**src/rtl/sfc_irq_pkg.sv**
```systemverilog
package sfc_irq_pkg;
  localparam int SRC_N   = 8;
  localparam int REG_AW  = 3;
  localparam int REG_W   = 32;
  localparam int LVL_FW  = 5;

  // event source bit positions
  localparam int EV_RX_FULL  = 0;
  localparam int EV_RX_UFLOW = 1;
  localparam int EV_TX_OFLOW = 2;
  localparam int EV_TX_EMPTY = 3;
  localparam int EV_DONE     = 4;
  localparam int EV_BUS_ERR  = 5;
  localparam int EV_FLASH_ERR = 6;
  localparam int EV_DMA      = 7;

  // FIFO status word layout
  localparam int FS_TX_FULL  = 0;
  localparam int FS_TX_EMPTY = 1;
  localparam int FS_RX_EMPTY = 2;
  localparam int FS_RX_FULL  = 3;
  localparam int FS_TXLVL    = 8;
  localparam int FS_RXLVL    = 16;

  localparam int RCV_BIT = 0;

  typedef enum logic [REG_AW-1:0] {
    REG_RAW     = 3'd0,
    REG_MASKED  = 3'd1,
    REG_MASK    = 3'd2,
    REG_CLEAR   = 3'd3,
    REG_RECOVER = 3'd4,
    REG_FIFO    = 3'd5
  } reg_sel_e;
endpackage

```
**src/rtl/sfc_irq_status.sv**
```systemverilog
module sfc_irq_status #(
  parameter int N = 8
) (
  input  logic         clk,
  input  logic         rst,
  input  logic [N-1:0] evt_i,
  input  logic [N-1:0] clr_i,
  input  logic         mask_we_i,
  input  logic [N-1:0] mask_wd_i,
  output logic [N-1:0] raw_o,
  output logic [N-1:0] mask_o,
  output logic [N-1:0] masked_o,
  output logic         irq_o
);
  logic [N-1:0] raw_q;
  logic [N-1:0] mask_q;
  logic         irq_q;

  // one latch per source; a new event outranks a clear of the same bit
  for (genvar b = 0; b < N; b++) begin : g_src
    always_ff @(posedge clk) begin
      if (rst) begin
        raw_q[b] <= 1'b0;
      end else if (evt_i[b]) begin
        raw_q[b] <= 1'b1;
      end else if (clr_i[b]) begin
        raw_q[b] <= 1'b0;
      end
    end
  end

  always_ff @(posedge clk) begin
    if (rst) begin
      mask_q <= '1;
      irq_q  <= 1'b0;
    end else begin
      if (mask_we_i) mask_q <= mask_wd_i;
      irq_q <= |(raw_q & ~mask_q);
    end
  end

  assign raw_o    = raw_q;
  assign mask_o   = mask_q;
  assign masked_o = raw_q & ~mask_q;
  assign irq_o    = irq_q;
endmodule

```
**src/rtl/sfc_recovery.sv**
```systemverilog
module sfc_recovery #(
  parameter int CYC = 4
) (
  input  logic clk,
  input  logic rst,
  input  logic start_i,
  output logic busy_o,
  output logic flush_o
);
  localparam int CW = $clog2(CYC + 1);
  logic [CW-1:0] cnt_q;

  always_ff @(posedge clk) begin
    if (rst) begin
      cnt_q <= '0;
    end else if (start_i && (cnt_q == '0)) begin
      cnt_q <= CW'(CYC);
    end else if (cnt_q != '0) begin
      cnt_q <= cnt_q - 1'b1;
    end
  end

  assign busy_o  = (cnt_q != '0);
  assign flush_o = start_i && (cnt_q == '0);
endmodule

```
**src/rtl/sfc_shared_fifo.sv**
```systemverilog
module sfc_shared_fifo #(
  parameter int DW    = 32,
  parameter int DEPTH = 16
) (
  input  logic                         clk,
  input  logic                         rst,
  input  logic                         flush_i,
  input  logic                         hold_i,
  input  logic                         push_i,
  input  logic [DW-1:0]                push_data_i,
  input  logic                         pop_i,
  output logic [DW-1:0]                pop_data_o,
  output logic                         pop_valid_o,
  output logic [$clog2(DEPTH+1)-1:0]   fill_o
);
  localparam int PW = $clog2(DEPTH);
  localparam int CW = $clog2(DEPTH + 1);

  logic [DW-1:0] mem [DEPTH];
  logic [PW-1:0] wr_ptr, rd_ptr;
  logic [CW-1:0] fill_q;
  logic          push_ok, pop_ok;

  assign push_ok = push_i && !hold_i && !flush_i && (fill_q != CW'(DEPTH));
  assign pop_ok  = pop_i  && !hold_i && !flush_i && (fill_q != '0);

  // storage without reset so it maps onto block RAM
  always_ff @(posedge clk) begin
    if (push_ok) mem[wr_ptr] <= push_data_i;
  end

  always_ff @(posedge clk) begin
    if (pop_ok) pop_data_o <= mem[rd_ptr];
  end

  always_ff @(posedge clk) begin
    if (rst || flush_i) begin
      wr_ptr      <= '0;
      rd_ptr      <= '0;
      fill_q      <= '0;
      pop_valid_o <= 1'b0;
    end else begin
      pop_valid_o <= pop_ok;
      if (push_ok) wr_ptr <= wr_ptr + 1'b1;
      if (pop_ok)  rd_ptr <= rd_ptr + 1'b1;
      case ({push_ok, pop_ok})
        2'b10:   fill_q <= fill_q + 1'b1;
        2'b01:   fill_q <= fill_q - 1'b1;
        default: fill_q <= fill_q;
      endcase
    end
  end

  assign fill_o = fill_q;
endmodule

```
**src/rtl/sfc_irq_recover_unit.sv**
```systemverilog
module sfc_irq_recover_unit
  import sfc_irq_pkg::*;
#(
  parameter int DATA_W     = 32,
  parameter int FIFO_DEPTH = 16,
  parameter int RCV_CYCLES = 4
) (
  input  logic              clk,
  input  logic              rst,
  input  logic [SRC_N-1:0]  evt_i,
  input  logic              reg_wr_i,
  input  logic              reg_rd_i,
  input  logic [REG_AW-1:0] reg_addr_i,
  input  logic [REG_W-1:0]  reg_wdata_i,
  output logic [REG_W-1:0]  reg_rdata_o,
  output logic              irq_o,
  output logic              seq_rst_o,
  input  logic              push_i,
  input  logic [DATA_W-1:0] push_data_i,
  input  logic              pop_i,
  output logic [DATA_W-1:0] pop_data_o,
  output logic              pop_valid_o
);
  localparam int CW = $clog2(FIFO_DEPTH + 1);

  logic [SRC_N-1:0] raw, mask, masked, clr_vec;
  logic             mask_we, rcv_start, rcv_busy, rcv_flush;
  logic [CW-1:0]    fill;
  logic [REG_W-1:0] fifo_word;
  logic             unused_wdata;

  assign unused_wdata = ^reg_wdata_i[REG_W-1:SRC_N];

  assign mask_we   = reg_wr_i && (reg_addr_i == REG_MASK);
  assign clr_vec   = (reg_wr_i && (reg_addr_i == REG_CLEAR)) ? reg_wdata_i[SRC_N-1:0] : '0;
  assign rcv_start = reg_wr_i && (reg_addr_i == REG_RECOVER) && reg_wdata_i[RCV_BIT];

  sfc_irq_status #(.N(SRC_N)) u_status (
    .clk       (clk),
    .rst       (rst),
    .evt_i     (evt_i),
    .clr_i     (clr_vec),
    .mask_we_i (mask_we),
    .mask_wd_i (reg_wdata_i[SRC_N-1:0]),
    .raw_o     (raw),
    .mask_o    (mask),
    .masked_o  (masked),
    .irq_o     (irq_o)
  );

  sfc_recovery #(.CYC(RCV_CYCLES)) u_recovery (
    .clk     (clk),
    .rst     (rst),
    .start_i (rcv_start),
    .busy_o  (rcv_busy),
    .flush_o (rcv_flush)
  );

  sfc_shared_fifo #(.DW(DATA_W), .DEPTH(FIFO_DEPTH)) u_fifo (
    .clk         (clk),
    .rst         (rst),
    .flush_i     (rcv_flush),
    .hold_i      (rcv_busy),
    .push_i      (push_i),
    .push_data_i (push_data_i),
    .pop_i       (pop_i),
    .pop_data_o  (pop_data_o),
    .pop_valid_o (pop_valid_o),
    .fill_o      (fill)
  );

  assign seq_rst_o = rcv_busy;

  always_comb begin
    fifo_word = '0;
    fifo_word[FS_TX_FULL]  = (fill == CW'(FIFO_DEPTH));
    fifo_word[FS_TX_EMPTY] = (fill == '0);
    fifo_word[FS_RX_EMPTY] = (fill == '0);
    fifo_word[FS_RX_FULL]  = (fill == CW'(FIFO_DEPTH));
    fifo_word[FS_TXLVL +: LVL_FW] = LVL_FW'(CW'(FIFO_DEPTH) - fill);
    fifo_word[FS_RXLVL +: LVL_FW] = LVL_FW'(fill);
  end

  always_ff @(posedge clk) begin
    if (rst) begin
      reg_rdata_o <= '0;
    end else if (reg_rd_i) begin
      case (reg_addr_i)
        REG_RAW:     reg_rdata_o <= REG_W'(raw);
        REG_MASKED:  reg_rdata_o <= REG_W'(masked);
        REG_MASK:    reg_rdata_o <= REG_W'(mask);
        REG_RECOVER: reg_rdata_o <= REG_W'(rcv_busy);
        REG_FIFO:    reg_rdata_o <= fifo_word;
        default:     reg_rdata_o <= '0;
      endcase
    end
  end
endmodule

```
**config.mk**
```make
export PLATFORM = sky130hd
export DESIGN_NAME = sfc_irq_recover_unit
export DESIGN_NICKNAME = d
export VERILOG_FILES = /design/src/rtl/sfc_irq_pkg.sv /design/src/rtl/sfc_irq_status.sv /design/src/rtl/sfc_recovery.sv /design/src/rtl/sfc_shared_fifo.sv /design/src/rtl/sfc_irq_recover_unit.sv
export SDC_FILE = /design/constraint.sdc
export NUM_CORES = 1
export LEC_CHECK = 0
export ABC_AREA = 1
export CORE_ASPECT_RATIO = 0.7
export CORE_UTILIZATION = 40
export DETAILED_ROUTE_END_ITERATION = 16
export DONT_BUFFER_PORTS = 1
export PLACE_DENSITY_LB_ADDON = 0.1
export SLEW_MARGIN = 10
export SYNTH_ARGS = -nofsm -noshare
export SYNTH_HDL_FRONTEND = slang
export SYNTH_SLANG_ARGS = --single-unit
```
**constraint.sdc**
```tcl
create_clock -name clk -period 5.5 [get_ports clk]
set_clock_uncertainty 0.2 [all_clocks]
set_input_delay 1.65 -clock clk [delete_from_list [all_inputs] [get_ports clk]]
set_output_delay 1.65 -clock clk [all_outputs]
set_load 0.01 [all_outputs]
```
==> key figures, run 1 <==
Die
  – Starting Density: 0.406
  – Full die area: approximately 0.06 sq mm
  – Core Rows: between 70 and 80
  – Die width: around 290 um
  – Core area: between 0.05 and 0.06 sq mm
  – Die height: about 200 um
  – # IOs: around 150

Setup path
  – Buf+Inv Stages, Crit Path: 2
  – Critical path launch point: u_fifo.rd_ptr[0]
  – CP Cell Sequence: clkinv_8 > buf_4 > o21ai_1 > o22ai_1 > o21ai_0 > nand2_1
  – CP arrival: roughly 4.0 ns
  – Worst EP required: roughly 5.7 ns
  – Origin of the critical flop-to-flop path: u_fifo.rd_ptr[0]
  – CP max-delay cell: dfxtp_4
  – Critical path class: register to register
  – CP top delay family: buffers and inverters
  – CP Launch Type: register
  – CP peak stage delay: 1.00 ns
  – Worst setup EP type: register
  – Crit Path Max Fanout: about 210

Power and ir drop
  – P_leak: approximately 0.009 uW
  – Worst vdd ir: 269 uV
  – Cell area power density: roughly 420 mW/mm^2

Place
  – GPL Wtd Cong: between 0.7 and 0.8
  – Port Buffer Count: 0
  – Hpwl dp: around 30 mm

Global route
  – Initial antenna violation count: 1
  – GR Util All Layers: 0.199
  – Remaining Overflow, GRT: 0
  – Vias in the first global route: about 14000
  – First-pass GRT wire length: between 80 and 90 mm
  – Largest net degree at the start of global routing: about 210

Clock tree
  – Clock-pin slew on the worst setup and hold paths: around 0.070 ns
  – Post-CTS Hold Fix Bufs: 0
  – CTS H-Tree Depth: 2
  – CTS Root Cell: clkbuf_16
  – Resized cells post-CTS: 0
  – Inserted Clock Buffers: 60
  – CTS tree: done
  – Clk_lat worst skew: between 0.6 and 0.7 ns
  – Setup bufs post-CTS: 0
  – Max clock buf depth: 3
  – Clk sink count: ~600

Timing
  – Final Setup Violations: 0
  – Final-report hold violation count: 0
  – Setup tns final: 0 ns
  – Unrepaired setup endpoints after global routing: false
  – Hold_ws: approximately 0.26 ns
  – Slew Viols, Final: 0
  – Slew headroom: 0.290
  – Min Tclk post-route: roughly 3.8 ns
  – Period utilization: 0.696
  – Worst-margin pin slew: roughly 1.1 ns
  – Max Clk Rate: 261 MHz

Synthesis
  – Netlist cell types: 37
  – Area leader, netlist: edfxtp_1
  – Main synth FF type: edfxtp_1
  – Number of flops mapped to enable cells by yosys: around 540
  – Top post-synthesis cells by area: edfxtp_1 (69%), nand2_1 (6.9%), dfxtp_1 (4.3%)
  – Synth Register Bits: 595
  – Ys async rst share: 0
  – Yosys top cell area share: 0.687
  – Most numerous cell in the Yosys netlist: edfxtp_1
  – Syn_area_per_cell: between 10 and 15 sq um
  – Yosys Warn Count: 0
  – Register area share after synthesis: 0.730
  – Cell area after synthesis: between 0.02 and 0.025 sq mm
  – Cells after Synth: a little under 2000
  – Synth cell count leaders: edfxtp_1 (544), nand2_1 (437), nor2_1 (173)

Final layout
  – Filler cells: ~5400
  – Seq. cell area: ~0.017 sq mm
  – Multi-input logic area: between 0.005 and 0.006 sq mm
  – Total Nets Final: 2026
  – Area Growth Syn to Fin: 10.4%
  – Antenna cell count: 0
  – Layout cell share with drive strength beyond 1: 0.0814

Drt
  – DRC: 0
  – Top layer in use: met4
  – DR vias: about 14000
  – Met3 Routed Length: 3.08 mm
  – Met2 Wirelength: 26.7 mm
  – Routed wire length: a little under 60 mm
  – Via/cell ratio: about 5.2
  – TritonRoute pass-1 iters: 5
  – Detailed Route Iter0 Violations: around 1200
  – Drt wl/cell: 21.5 um
  – M1 wire length: around 29 mm
  – Post-route ant nets: 0

Min path
  – Hold wc startpoint: u_recovery.cnt_q[1]
  – Hold Crit Class: register to register

Outcome
  – Status: complete, no violations

Flow run
  – MaxCap Viol Count: 0
## area by class of cell
type | count | share of cell area
clock buffer | 79 | 0.0615
clock inverter | 31 | 0.00720
inverter | 66 | 0.00992
multi-input combinational | 1174 | 0.211
sequential | 595 | 0.662
tap | 798 | 0.0381
timing repair buffer | 34 | 0.0102
## routing by layer
metal / vias to the layer above / global-route usage
met5: - / 0
met3: 69 / 0.0331
met2: 334 / 0.312
met1: 7196 / 0.290
li1: 6874 / -
met4: 0 / 0.0446
## cells by family (layout without fill, tap and decap cells)
family,after synthesis,count (layout),synth area share
simple gates,735,735,0.126
flops,595,595,0.730
compound gates,404,404,0.0918
buf+inv,189,210,0.0422
fa+ha+maj,14,14,0.00737
xor+xnor,7,7,0.00258
other cells,1,14,0.000158
## flip-flops by register name, indices dropped and copies added, names as in the netlist
name	cells
reg_rdata_o	17
u_fifo.fill_o	5
u_fifo.mem	512
u_fifo.pop_data_o	32
u_fifo.pop_valid_o	1
u_fifo.rd_ptr	4
u_fifo.wr_ptr	4
u_recovery.cnt_q	3
u_status.irq_o	1
u_status.mask_o	8
u_status.raw_o	8
## worst reg2reg max path: stages, from the launching register on
cell,delay [ns]
dfxtp_4,1.00
clkinv_8,1.02
buf_4,0.66
o21ai_1,0.20
o22ai_1,0.08
o21ai_0,0.29
nand2_1,0.13
## worst paths after layout
path / to / slack (ns) / depth (start not counted)
worst max register to register: u_fifo.pop_data_o[8] / 1.67 / 6
worst min-delay path: u_recovery.cnt_q[1] / 0.26 / 2
worst min register to register: u_recovery.cnt_q[1] / 0.26 / 2
worst max-delay path: u_fifo.pop_data_o[8] / 1.67 / 6
## report_power, final
group          switching (uW)  internal (uW)
Combinational            1290            486
Sequential                215           5270
Clock                    1710           2100
## metrics by stage
stage	instance area [sq um]	setup slack, ns	power [uW]	cells	utilization
2_1_floorplan	23800	0.394	6880	1958	-
5_1_grt	26200	1.36	11600	2777	0.448
4_1_cts	26200	1.63	11200	2777	0.448
3_5_place_dp	24400	1.55	7370	2667	0.418
3_3_place_gp	24400	1.56	7350	2667	0.418
6_report	26200	1.67	11100	2777	0.448
## cell usage in the layout (no fill, tap or decap), types with 2 or more instances in the layout
cell          n
nor2_1      173
nand2_1     437
a31oi_1      22
inv_1        53
nor3_1        2
edfxtp_1    544
o21ai_0     137
nor2_4        3
conb_1       14
dfxtp_2       2
o21ai_1      48
nand3_1      87
clkinvlp_4    4
nor3_2       16
dfxtp_1      47
ha_1         14
o22ai_1      42
clkinv_1     13
nand4_1       7
o211ai_1     30
dfxtp_4       2
a21oi_1     123
inv_2         9
xor2_1        5
clkbuf_8      2
clkinv_2     13
nand2_2       4
clkbuf_1     16
buf_4        33
inv_6         2
clkbuf_16    61
xnor2_1       2
(Power assumes the default switching activity.)
==> inputs of run 2 (changes only) <==
==> constraint.sdc (replaced) <==
create_clock -name clk -period 3.2 [get_ports clk]
set_clock_uncertainty 0.2 [all_clocks]
set_input_delay 0.96 -clock clk [delete_from_list [all_inputs] [get_ports clk]]
set_output_delay 0.96 -clock clk [all_outputs]
set_load 0.01 [all_outputs]
==> key figures, run 2 (synthesis gave the netlist of run 1 again) <==
Outcome
  – Status: complete, no violations

Final layout
  – Layout cell share with drive strength beyond 1: 0.0969 (+0.0155)
  – Most common cell after layout, fill and taps aside: edfxtp_1
  – Largest register by flop count: u_fifo.mem
  – Total Nets Final: 2059 (+1.6%)
  – Antenna cell count: 0 (unchanged)
  – Max reg flops: 512 (unchanged)
  – Area Growth Syn to Fin: 12.7%
  – Biggest regs: u_fifo.mem (512), u_fifo.pop_data_o (32), reg_rdata_o (17)
  – Most frequent cells in the layout: edfxtp_1 (544), nand2_1 (437), nor2_1 (172), o21ai_0 (137), a21oi_1 (123)

Min path
  – Hold wc startpoint: rst
  – Hold Crit Class: input port to register
  – WHS Path Cells: 1 (-1)
  – Hold Path Sink: reg_rdata_o[6]

Timing
  – Unrepaired setup endpoints after global routing: false
  – Max Clk Rate: 344 MHz (+32%)
  – Worst-margin pin slew: 1.09 ns (+0.0261 ns)
  – Slew Viols, Final: 0 (unchanged)
  – Final Setup Violations: 0 (unchanged)
  – Final-report hold violation count: 0 (unchanged)
  – Period utilization: 0.907 (+0.211)
  – Hold_ws: 0.217 ns (-0.0457 ns)
  – Setup tns final: 0 ns (unchanged)
  – Min Tclk post-route: 2.90 ns (-0.927 ns)
  – Slew headroom: 0.273 (-0.0174)

Setup path
  – R2R depth: 10 (+4)
  – CP Cell Sequence: inv_1 > ha_1 > nand2_1 > nor2_1 > ha_1 > nor2_1 > nand3_4 > buf_4 > nor3_4 > buf_4
  – Worst EP required: 3.26 ns (-2.39 ns)
  – Origin of the critical flop-to-flop path: u_fifo.fill_o[0]
  – CP max-delay cell: buf_4
  – Crit Path Max Fanout: 19 (-91%)
  – Critical path class: register to register
  – CP arrival: 2.97 ns (-1.01 ns)
  – CP peak stage delay: 0.40 ns (-0.60 ns)
  – Worst setup EP type: register
  – Reg2Reg Setup Slack: 0.30 ns (-1.37 ns)
  – Capturing point of the worst reg2reg path: u_fifo.mem[15][3]
  – CP Launch Type: register

Clock tree
  – CTS Root Cell: clkbuf_16
  – Clk_lat worst skew: 0.61 ns (about the same)
  – Clk sink count: 595 (unchanged)
  – Inserted Clock Buffers: 58 (-3.3%)
  – CTS H-Tree Depth: 2 (unchanged)
  – Post-CTS Hold Fix Bufs: 0 (unchanged)
  – Clock-pin slew on the worst setup and hold paths: 0.06 ns (about the same)
  – Max clock buf depth: 3 (unchanged)
  – CTS tree: done

Global route
  – First-pass GRT wire length: 93.3 mm (+4.1%)
  – Remaining Overflow, GRT: 0 (unchanged)
  – Vias in the first global route: 14100 (+1.7%)
  – Met3 usage: 0.0337 (+0.000538)
  – Largest net degree at the start of global routing: 140 (-34%)
  – Top Usage Layer GRT: met1
  – Met2 Use GR: 0.304 (-0.00844)
  – GR Util All Layers: 0.208 (+0.00938)
  – Initial antenna violation count: 0 (-1)
  – GR met1 Demand/Resource: 0.320 (+0.0295)

Die
  – Die height: 206 um (unchanged)
  – Full die area: 0.0604 sq mm (unchanged)
  – # IOs: 148 (unchanged)
  – Core area: 0.0585 sq mm (unchanged)
  – Starting Density: 0.406 (unchanged)
  – Core Rows: 74 (unchanged)
  – Die width: 293 um (unchanged)

Drt
  – DRC: 0 (unchanged)
  – Via/cell ratio: 5.26 (+0.94%)
  – Detailed Route Iter0 Violations: 1290 (+4.8%)
  – TritonRoute pass-1 iters: 5 (unchanged)
  – Post-route ant nets: 0 (unchanged)
  – Drt wl/cell: 22.3 um (+3.6%)
  – Routed wire length: 62.6 mm (+4.8%)
  – DR vias: 14800 (+2.2%)

Power and ir drop
  – P_leak: 0.00939 uW (+3.6%)
  – Worst vdd ir: 427 uV (+58%)
  – Cell area power density: 719 mW/mm^2 (+71%)

Place
  – Hpwl dp: 35.2 mm (+17%)
  – Port Buffer Count: 0 (unchanged)
  – GPL Wtd Cong: 0.800 (+1.8%)

Flow run
  – MaxCap Viol Count: 0 (unchanged)
==> run 2: changes by cell type in the layout (fill, tap and decap cells not counted), sizes merged <==
cell    before  now
buf         34   69
clkinv      28   33
bufinv       1    2
clkbuf      79   72
==> run 2: worst max-delay path by stage <==
stage | end | cells past startpoint | slack [ns] | start
after global placement | u_fifo.mem[6][9] | 5 | 0.11 | push_i
after floorplan | u_fifo.mem[10][0] | 6 | -0.26 | reg_addr_i[1]
after detailed placement | u_fifo.mem[6][6] | 5 | 0.06 | push_i
after global routing | u_fifo.fill_o[4] | 18 | 0.05 | u_recovery.cnt_q[0]
final | u_fifo.mem[15][3] | 10 | 0.30 | u_fifo.fill_o[0]
after CTS | u_fifo.mem[6][6] | 9 | 0.04 | u_fifo.fill_o[0]
==> run 2: report_power, final <==
group / switching (uW) / leakage [uW] / total [uW] / internal (uW)
sequential: 232 / 0.00532 / 9280 / 9050
combinational: 2530 / 0.00321 / 3510 / 982
clock: 2950 / 0.000858 / 6490 / 3530
total: 5710 / 0.00939 / 19300 / 13600
==> run 2: per-stage QoR <==
stage | cells | utilization | total power (uW) | area, sq um | setup slack, ns
2_1_floorplan | 1958 | - | 11900 | 24000 | -0.256
3_3_place_gp | 2698 | 0.427 | 13000 | 25000 | 0.108
3_5_place_dp | 2698 | 0.427 | 13000 | 25000 | 0.0558
4_1_cts | 2807 | 0.457 | 19500 | 26800 | 0.0366
5_1_grt | 2811 | 0.458 | 20200 | 26800 | 0.0522
6_report | 2811 | 0.458 | 19300 | 26800 | 0.297
==> run 2: what timing repair did <==
action,CTS,global route
setup endpoints to repair,0,42
gates resized for setup,0,1
buffers inserted,0,4
==> run 2: area by class of cell <==
class	instances	area [sq um]
multi-input combinational	1174	5680
inverter	66	259
tap	798	998
sequential	595	17400
clock inverter	37	233
fill	5351	31700
clock buffer	72	1530
timing repair buffer	69	731
==> run 2: routing by layer <==
metal  vias to the layer above  part of all wire
li1                       6952                 -
met1                      7345              0.49
met2                       410              0.43
met3                        81             0.057
met4                         0             0.022
met5                         -                 0
==> run 2: critical path, delay by kind of cell (launching register included) <==
family | cells | cell delay, ns
DFF | 1 | 0.33
and+or+nand+nor | 5 | 0.78
buffers and inverters | 3 | 0.78
adders and majority gates | 2 | 0.43
